[config.mk]
export PLATFORM = sky130hd
export DESIGN_NAME = desc_ring_queue
export DESIGN_NICKNAME = d
export VERILOG_FILES = /design/src/rtl/dq_pkg.sv /design/src/rtl/dq_alloc.sv /design/src/rtl/dq_slot_store.sv /design/src/rtl/dq_poll.sv /design/src/rtl/desc_ring_queue.sv
export SDC_FILE = /design/constraint.sdc
export NUM_CORES = 2
export LEC_CHECK = 0
export BUFFER_PORTS_ARGS = -buffer_cell sky130_fd_sc_hd__clkbuf_2
export CORE_ASPECT_RATIO = 1.4
export CORE_MARGIN = 3
export CORE_UTILIZATION = 60
export DETAILED_ROUTE_END_ITERATION = 12
export GPL_TIMING_DRIVEN = 0
export PLACE_DENSITY_LB_ADDON = 0.08
export SETUP_SLACK_MARGIN = 0.05
export SLEW_MARGIN = 20
export SYNTH_ARGS = -nofsm -noshare
export SYNTH_HDL_FRONTEND = slang
export SYNTH_SLANG_ARGS = --single-unit
[constraint.sdc]
create_clock -name clk -period 11.4 [get_ports clk]
set_input_delay 1.71 -clock clk [delete_from_list [all_inputs] [get_ports clk]]
set_output_delay 1.71 -clock clk [all_outputs]
set_load 0.1 [all_outputs]
[src/rtl/dq_pkg.sv]
package dq_pkg;

  typedef enum logic [1:0] {
    ST_FREE   = 2'd0,
    ST_POSTED = 2'd1,
    ST_DONE   = 2'd2
  } slot_state_e;

  // slot header: chunk position, lap number, state
  typedef struct packed {
    logic [2:0]  chunk;
    logic [1:0]  lap;
    slot_state_e state;
  } slot_hdr_t;

  typedef struct packed {
    logic [63:0] src;
    logic [31:0] len;
    logic [63:0] dst;
  } desc_t;

  // 64-bit plus 32-bit add done in two 32-bit halves, carry passed up
  function automatic logic [63:0] add64_split(input logic [63:0] a, input logic [31:0] b);
    logic [32:0] lo;
    logic [31:0] hi;
    lo = {1'b0, a[31:0]} + {1'b0, b};
    hi = a[63:32] + {31'b0, lo[32]};
    return {hi, lo[31:0]};
  endfunction

  // number of chunks for a byte length, 33 bits so the round-up cannot overflow
  function automatic logic [32:0] chunks_for(input logic [31:0] len, input int unsigned shift);
    logic [32:0] s;
    s = {1'b0, len} + ((33'd1 << shift) - 33'd1);
    return s >> shift;
  endfunction

  // a slot is settled for an expected lap when it was retired in that lap,
  // or when a later lap (one or two ahead) has already reused it
  function automatic logic slot_settled(input slot_hdr_t h, input logic [1:0] exp_lap);
    logic [1:0] diff;
    diff = h.lap - exp_lap;
    return ((diff == 2'd0) && (h.state == ST_DONE)) || (diff == 2'd1) || (diff == 2'd2);
  endfunction

endpackage

[src/rtl/dq_alloc.sv]
module dq_alloc
  import dq_pkg::*;
#(
  parameter int DEPTH       = 8,
  parameter int CHUNK_SHIFT = 8,
  localparam int IDX_W      = $clog2(DEPTH),
  localparam int CNT_W      = IDX_W + 1
) (
  input  logic             clk,
  input  logic             rst_n,
  input  logic             req_valid,
  input  logic [31:0]      req_len,
  input  logic             retire,
  output logic             req_ready,
  output logic             accept,
  output logic             reject,
  output logic [CNT_W-1:0] needed,
  output logic [CNT_W-1:0] occ,
  output logic [63:0]      submit_cnt,
  output logic [63:0]      comp_cnt
);

  localparam logic [CNT_W-1:0] DEPTH_C = CNT_W'(DEPTH);

  logic [32:0]      need_full;
  logic             len_zero;
  logic             too_big;
  logic             bad_len;
  logic [CNT_W-1:0] free_slots;
  logic             fits;

  always_comb begin
    need_full  = chunks_for(req_len, CHUNK_SHIFT);
    len_zero   = (req_len == 32'd0);
    too_big    = (need_full > 33'(DEPTH));
    bad_len    = len_zero || too_big;
    needed     = bad_len ? '0 : need_full[CNT_W-1:0];
    occ        = submit_cnt[CNT_W-1:0] - comp_cnt[CNT_W-1:0];
    free_slots = DEPTH_C - occ;
    fits       = !bad_len && (needed <= free_slots);
    req_ready  = bad_len || fits;
    accept     = req_valid && fits;
    reject     = req_valid && bad_len;
  end

  always_ff @(posedge clk or negedge rst_n) begin
    if (!rst_n) begin
      submit_cnt <= '0;
      comp_cnt   <= '0;
    end else begin
      if (accept) submit_cnt <= add64_split(submit_cnt, 32'(needed));
      if (retire) comp_cnt   <= add64_split(comp_cnt, 32'd1);
    end
  end

endmodule

[src/rtl/dq_slot_store.sv]
module dq_slot_store
  import dq_pkg::*;
#(
  parameter int DEPTH       = 8,
  parameter int CHUNK_SHIFT = 8,
  localparam int IDX_W      = $clog2(DEPTH),
  localparam int CNT_W      = IDX_W + 1,
  localparam int LAP_W      = IDX_W + 2
) (
  input  logic             clk,
  input  logic             rst_n,
  input  logic             accept,
  input  logic [CNT_W-1:0] needed,
  input  logic [LAP_W-1:0] head,
  input  logic [63:0]      src0,
  input  logic [31:0]      req_len,
  input  logic [63:0]      req_dst,
  input  logic             retire,
  input  logic [IDX_W-1:0] tail_idx,
  output slot_hdr_t        hdrs [DEPTH],
  output desc_t            tail_desc,
  output slot_hdr_t        tail_hdr
);

  localparam logic [31:0] CHUNK_BYTES = 32'd1 << CHUNK_SHIFT;

  desc_t slot_desc [DEPTH];

  for (genvar g = 0; g < DEPTH; g++) begin : g_slot
    localparam logic [IDX_W-1:0] SLOT = IDX_W'(g);

    logic [IDX_W-1:0] rel;
    logic             hit;
    logic             last;
    logic [LAP_W-1:0] tkt;
    logic [63:0]      off64;
    logic [31:0]      rel_bytes;
    desc_t            d_next;
    slot_hdr_t        h_next;
    desc_t            d_r;
    slot_hdr_t        h_r;

    always_comb begin
      rel       = SLOT - head[IDX_W-1:0];
      hit       = accept && ({1'b0, rel} < needed);
      last      = ({1'b0, rel} == (needed - CNT_W'(1)));
      tkt       = head + LAP_W'(rel);
      off64     = 64'(rel) << CHUNK_SHIFT;
      rel_bytes = 32'(rel) << CHUNK_SHIFT;
      d_next.src = src0 + off64;
      d_next.dst = req_dst + off64;
      d_next.len = last ? (req_len - rel_bytes) : CHUNK_BYTES;
      h_next.chunk = 3'(rel);
      h_next.lap   = tkt[LAP_W-1:IDX_W];
      h_next.state = ST_POSTED;
    end

    always_ff @(posedge clk or negedge rst_n) begin
      if (!rst_n) begin
        d_r       <= '0;
        h_r.chunk <= 3'd0;
        h_r.lap   <= 2'b11;
        h_r.state <= ST_FREE;
      end else if (hit) begin
        d_r <= d_next;
        h_r <= h_next;
      end else if (retire && (tail_idx == SLOT)) begin
        h_r.state <= ST_DONE;
      end
    end

    assign hdrs[g]      = h_r;
    assign slot_desc[g] = d_r;
  end

  assign tail_desc = slot_desc[tail_idx];
  assign tail_hdr  = hdrs[tail_idx];

endmodule

[src/rtl/dq_poll.sv]
module dq_poll
  import dq_pkg::*;
#(
  parameter int DEPTH  = 8,
  localparam int IDX_W = $clog2(DEPTH),
  localparam int CNT_W = IDX_W + 1,
  localparam int LAP_W = IDX_W + 2
) (
  input  slot_hdr_t        hdrs [DEPTH],
  input  logic [63:0]      poll_ticket,
  input  logic [CNT_W-1:0] poll_count,
  output logic             poll_busy
);

  logic [LAP_W-1:0] t_lo;
  logic [IDX_W-1:0] slot;

  always_comb begin
    poll_busy = 1'b0;
    t_lo      = '0;
    slot      = '0;
    for (int k = 0; k < DEPTH; k++) begin
      if (CNT_W'(k) < poll_count) begin
        t_lo = poll_ticket[LAP_W-1:0] + LAP_W'(k);
        slot = t_lo[IDX_W-1:0];
        if (!slot_settled(hdrs[slot], t_lo[LAP_W-1:IDX_W])) poll_busy = 1'b1;
      end
    end
  end

endmodule

[src/rtl/desc_ring_queue.sv]
module desc_ring_queue
  import dq_pkg::*;
#(
  parameter int DEPTH       = 8,
  parameter int CHUNK_SHIFT = 8,
  localparam int IDX_W      = $clog2(DEPTH),
  localparam int CNT_W      = IDX_W + 1,
  localparam int LAP_W      = IDX_W + 2
) (
  input  logic             clk,
  input  logic             rst_n,
  input  logic [63:0]      cfg_base,
  input  logic             req_valid,
  output logic             req_ready,
  input  logic [31:0]      req_offset,
  input  logic [31:0]      req_len,
  input  logic [63:0]      req_dst,
  output logic             enq_done,
  output logic             enq_err,
  output logic [63:0]      enq_ticket,
  output logic [IDX_W-1:0] enq_slot,
  output logic [CNT_W-1:0] enq_count,
  output logic             cons_valid,
  output logic [63:0]      cons_src,
  output logic [31:0]      cons_len,
  output logic [63:0]      cons_dst,
  output logic [2:0]       cons_chunk,
  input  logic             cons_retire,
  input  logic [63:0]      poll_ticket,
  input  logic [CNT_W-1:0] poll_count,
  output logic             poll_busy
);

  // named internal events, observed by the bound checker
  logic             accept_w;
  logic             reject_w;
  logic             retire_w;
  logic [CNT_W-1:0] needed_w;
  logic [CNT_W-1:0] occ_w;
  logic [63:0]      submit_cnt_w;
  logic [63:0]      comp_cnt_w;
  logic [63:0]      src0_w;
  slot_hdr_t        hdr_w [DEPTH];
  desc_t            tail_desc_w;
  slot_hdr_t        tail_hdr_w;

  assign src0_w     = add64_split(cfg_base, req_offset);
  assign cons_valid = (tail_hdr_w.state == ST_POSTED);
  assign retire_w   = cons_retire && cons_valid;
  assign cons_src   = tail_desc_w.src;
  assign cons_len   = tail_desc_w.len;
  assign cons_dst   = tail_desc_w.dst;
  assign cons_chunk = tail_hdr_w.chunk;

  dq_alloc #(.DEPTH(DEPTH), .CHUNK_SHIFT(CHUNK_SHIFT)) u_alloc (
    .clk       (clk),
    .rst_n     (rst_n),
    .req_valid (req_valid),
    .req_len   (req_len),
    .retire    (retire_w),
    .req_ready (req_ready),
    .accept    (accept_w),
    .reject    (reject_w),
    .needed    (needed_w),
    .occ       (occ_w),
    .submit_cnt(submit_cnt_w),
    .comp_cnt  (comp_cnt_w)
  );

  dq_slot_store #(.DEPTH(DEPTH), .CHUNK_SHIFT(CHUNK_SHIFT)) u_store (
    .clk      (clk),
    .rst_n    (rst_n),
    .accept   (accept_w),
    .needed   (needed_w),
    .head     (submit_cnt_w[LAP_W-1:0]),
    .src0     (src0_w),
    .req_len  (req_len),
    .req_dst  (req_dst),
    .retire   (retire_w),
    .tail_idx (comp_cnt_w[IDX_W-1:0]),
    .hdrs     (hdr_w),
    .tail_desc(tail_desc_w),
    .tail_hdr (tail_hdr_w)
  );

  dq_poll #(.DEPTH(DEPTH)) u_poll (
    .hdrs       (hdr_w),
    .poll_ticket(poll_ticket),
    .poll_count (poll_count),
    .poll_busy  (poll_busy)
  );

  // enqueue result, registered one cycle after the handshake
  always_ff @(posedge clk or negedge rst_n) begin
    if (!rst_n) begin
      enq_done   <= 1'b0;
      enq_err    <= 1'b0;
      enq_ticket <= '0;
      enq_slot   <= '0;
      enq_count  <= '0;
    end else begin
      enq_done <= accept_w;
      enq_err  <= reject_w;
      if (accept_w) begin
        enq_ticket <= submit_cnt_w;
        enq_slot   <= submit_cnt_w[IDX_W-1:0];
        enq_count  <= needed_w;
      end
    end
  end

endmodule

==> results.cfg <==
[clocking]
cts_tree = built
cts_max_path_buffers = 3
clkTransAtPathRegs_ps = 60
h-tree-depth = 4
cts_buffers = 149
ctsHoldBuffers = 0
cts_num_sinks = 1474
post_cts_buffers = 0
cts_resized = 0
worstSkewPairLatency_ps = 860
root_buffer = clkbuf_16

[synth]
syn_area_per_cell_um2 = 9.27
synth.yosys.seq_area_share_pct = 43.6
synthArstFlopShare_pct = 100
synth_top_area_share_pct = 43.1
yosysWarningCount = 0
ys_types = 105
synth_nets = 9555
synth_area_leaders = dfrtp_1 43%, nand2_1 11%, mux4_2 9.2%, xnor2_1 7.4%, o21ai_0 5.3%
yosysTopAreaCell = dfrtp_1
syn-cell-area_um2 = 84700
ys_ff_latch = 1474
syn-instance-count = 9133
synth_edf_count = 0
synthFlopType = dfrtp_1

[global_routing]
grt.overflow.total = 0
grt_pass1_vias = 78109
grt_first_pass_wirelength_um = 540000
grt_max_degree = 95
antenna_found_initial = 42
grt_usage_pct = 51.9

[power_and_ir_drop]
vdd_drop_max_v = 0.000118
p_leak_nw = 42.7
power_mw = 11.7
p_per_area_nw_per_um2 = 123

[sta]
worst_slew_pin_slew_ps = 1410
fin_skew_ps = 21.8
period_needed_ps = 10670
setup_viol = 0
max_slew_margin_pct = 5.71
hold_ws_ps = 462
tns_ps = 0
grt_setup_unrepaired = no
fin_ws_ps = 731
clock.fmax_ghz = 0.0937
drv_slew = 0
finalHoldViolations = 0
period_share_pct = 93.6

[floorplan]
chipWidth_um = 323
core_um2 = 140000
ioPinCount = 503
die_area_um2 = 146000
start_util_pct = 60.6
die_y_um = 450
rows = 162

[worst_setup_path]
required_ps = 12050
end_kind = flip-flop
crit_type = input port to flip-flop
r2r_slack_ps = 2000
startpoint_type = input port
critical_path_arrival_ps = 11320
worst-path-max-fanout = 13

[cells_and_area]
syn_to_final_growth_pct = 12.4
fin_util_pct = 68.1
final_cell_mix = 2509 x nand2_1, 1458 x dfrtp_1, 892 x o21ai_0
final_cell_area_um2 = 95200
drive_gt1_share_pct = 14.4
fin_nets = 10156
final_common_cell = nand2_1
fin_cells = 11693
fillCellCount = 11498

[placement]
dp_slack_ps = 372
hpwl_um = 275000
dp_cells = 11385
post_dp_cell_area_um2 = 89900
io_buffers = 410
gp_congestion = 1.08

[flow_run]
maxCapViolCount = 0

[routing]
wl_per_cell_um = 32.5
vias = 79404
firstDrtPassIters = 9
dr.first_iter.drc_count = 10746
wl_um = 380000
avgViaCountPerCell = 6.79
ant_nets = 0
route.detailed.drc = 0

[hold_path]
holdCritPathClass = flip-flop to flip-flop

[outcome]
status = completed
[where the power goes]
part           internal, mW  switching (mW)
clock network          2.86            2.33
registers              5.23       0.0000758
logic                 0.395           0.914
[synthesized netlist by cell type (13+ instances only)]
cell / number
o21ai_1: 42
a31oi_1: 37
or4_1: 23
a21oi_1: 173
nand4_1: 146
o211ai_1: 20
or3_1: 41
nor2b_1: 33
inv_1: 73
nand2_1: 2509
dfstp_2: 16
and4_1: 16
a21o_1: 33
nor2_1: 499
clkbuf_1: 455
xor2_1: 313
xnor2_1: 714
dfrtp_1: 1458
mux4_2: 347
o21ai_0: 896
fa_1: 16
buf_2: 65
a211oi_1: 13
ha_1: 142
nor3_1: 164
buf_1: 97
a22o_1: 77
or2_2: 26
and3_1: 51
nor4_1: 78
nand2b_1: 14
and2_1: 48
mux2_2: 46
nand3_1: 198
clkbuf_8: 14
mux2i_1: 40
[cell families (layout without fill, tap and decap cells)]
family,Yosys count,count (layout),synth area share [%]
muxes,433,433,10.3
other,0,37,0
DFF,1474,1474,43.6
and+or+nand+nor,3929,3929,20.1
AOI/OAI and AO/OA,1380,1380,9.14
xor gates and xnor gates,1032,1032,10.7
buffers and inverters,727,1446,3.61
adders and majority gates,158,158,2.48
[routing by layer]
| metal | vias to the layer above | GRT usage (%) | share of wire (%) |
|---|---|---|---|
| li1 | 32281 | - | - |
| met2 | 6334 | 76.0 | 43 |
| met3 | 2399 | 19.4 | 13 |
| met1 | 38374 | 56.5 | 31 |
| met5 | - | 0.236 | 0.028 |
| met4 | 16 | 52.5 | 13 |
[path summary, 6_finish.rpt]
| path | start | endpoint | cells past startpoint |
|---|---|---|---|
| min | u_store.g_slot[2].d_r[1] | u_store.g_slot[2].d_r[1] | 2 |
| max | req_len[10] | u_store.g_slot[5].d_r[60] | 24 |
| min in group asynchronous | rst_n | u_store.g_slot[0].d_r[86] | 1 |
| max in group asynchronous | rst_n | u_store.g_slot[1].d_r[144] | 8 |
| max reg2reg | u_alloc.comp_cnt[0] | u_store.g_slot[5].d_r[60] | 23 |
| min reg2reg | u_store.g_slot[2].d_r[1] | u_store.g_slot[2].d_r[1] | 2 |
[registers in the layout, indices dropped and copies added, names as in the netlist]
| name | cells |
|---|---|
| enq_done | 1 |
| enq_err | 1 |
| u_alloc.submit_cnt | 64 |
| u_store.g_slot.d_r | 1280 |
| enq_count | 4 |
| enq_ticket | 64 |
| u_alloc.comp_cnt | 4 |
| u_store.hdrs | 56 |
[final cells by class]
class	instances	area [um2]	area share (%)
timing repair buffer	450	2720	2.86
sequential	1474	36900	38.8
clock inverter	61	754	0.793
antenna	37	92.6	0.0973
clock buffer	208	4220	4.44
multi-input combinational	6932	45100	47.4
tap	1804	2260	2.37
inverter	76	285	0.300
buffer	651	2860	3.00
[critical path, cell delays in order]
cell and delay (ps):
clkbuf_2 380, nand3_1 200, or3_1 500, nor4b_1 400
mux2i_1 260, nand3_1 400, clkbuf_1 460, or4b_2 950
or2_2 450, inv_1 180, ha_1 270, nor2b_1 140
o21a_1 170, o21a_1 170, o21ai_1 700, nand2_1 470
or2_0 470, or4_1 520, clkbuf_1 510, clkbuf_2 630
clkbuf_2 680, buf_2 440, nand2_1 110, o21ai_0 110
No activity file was read; power rests on OpenSTA's default activity.
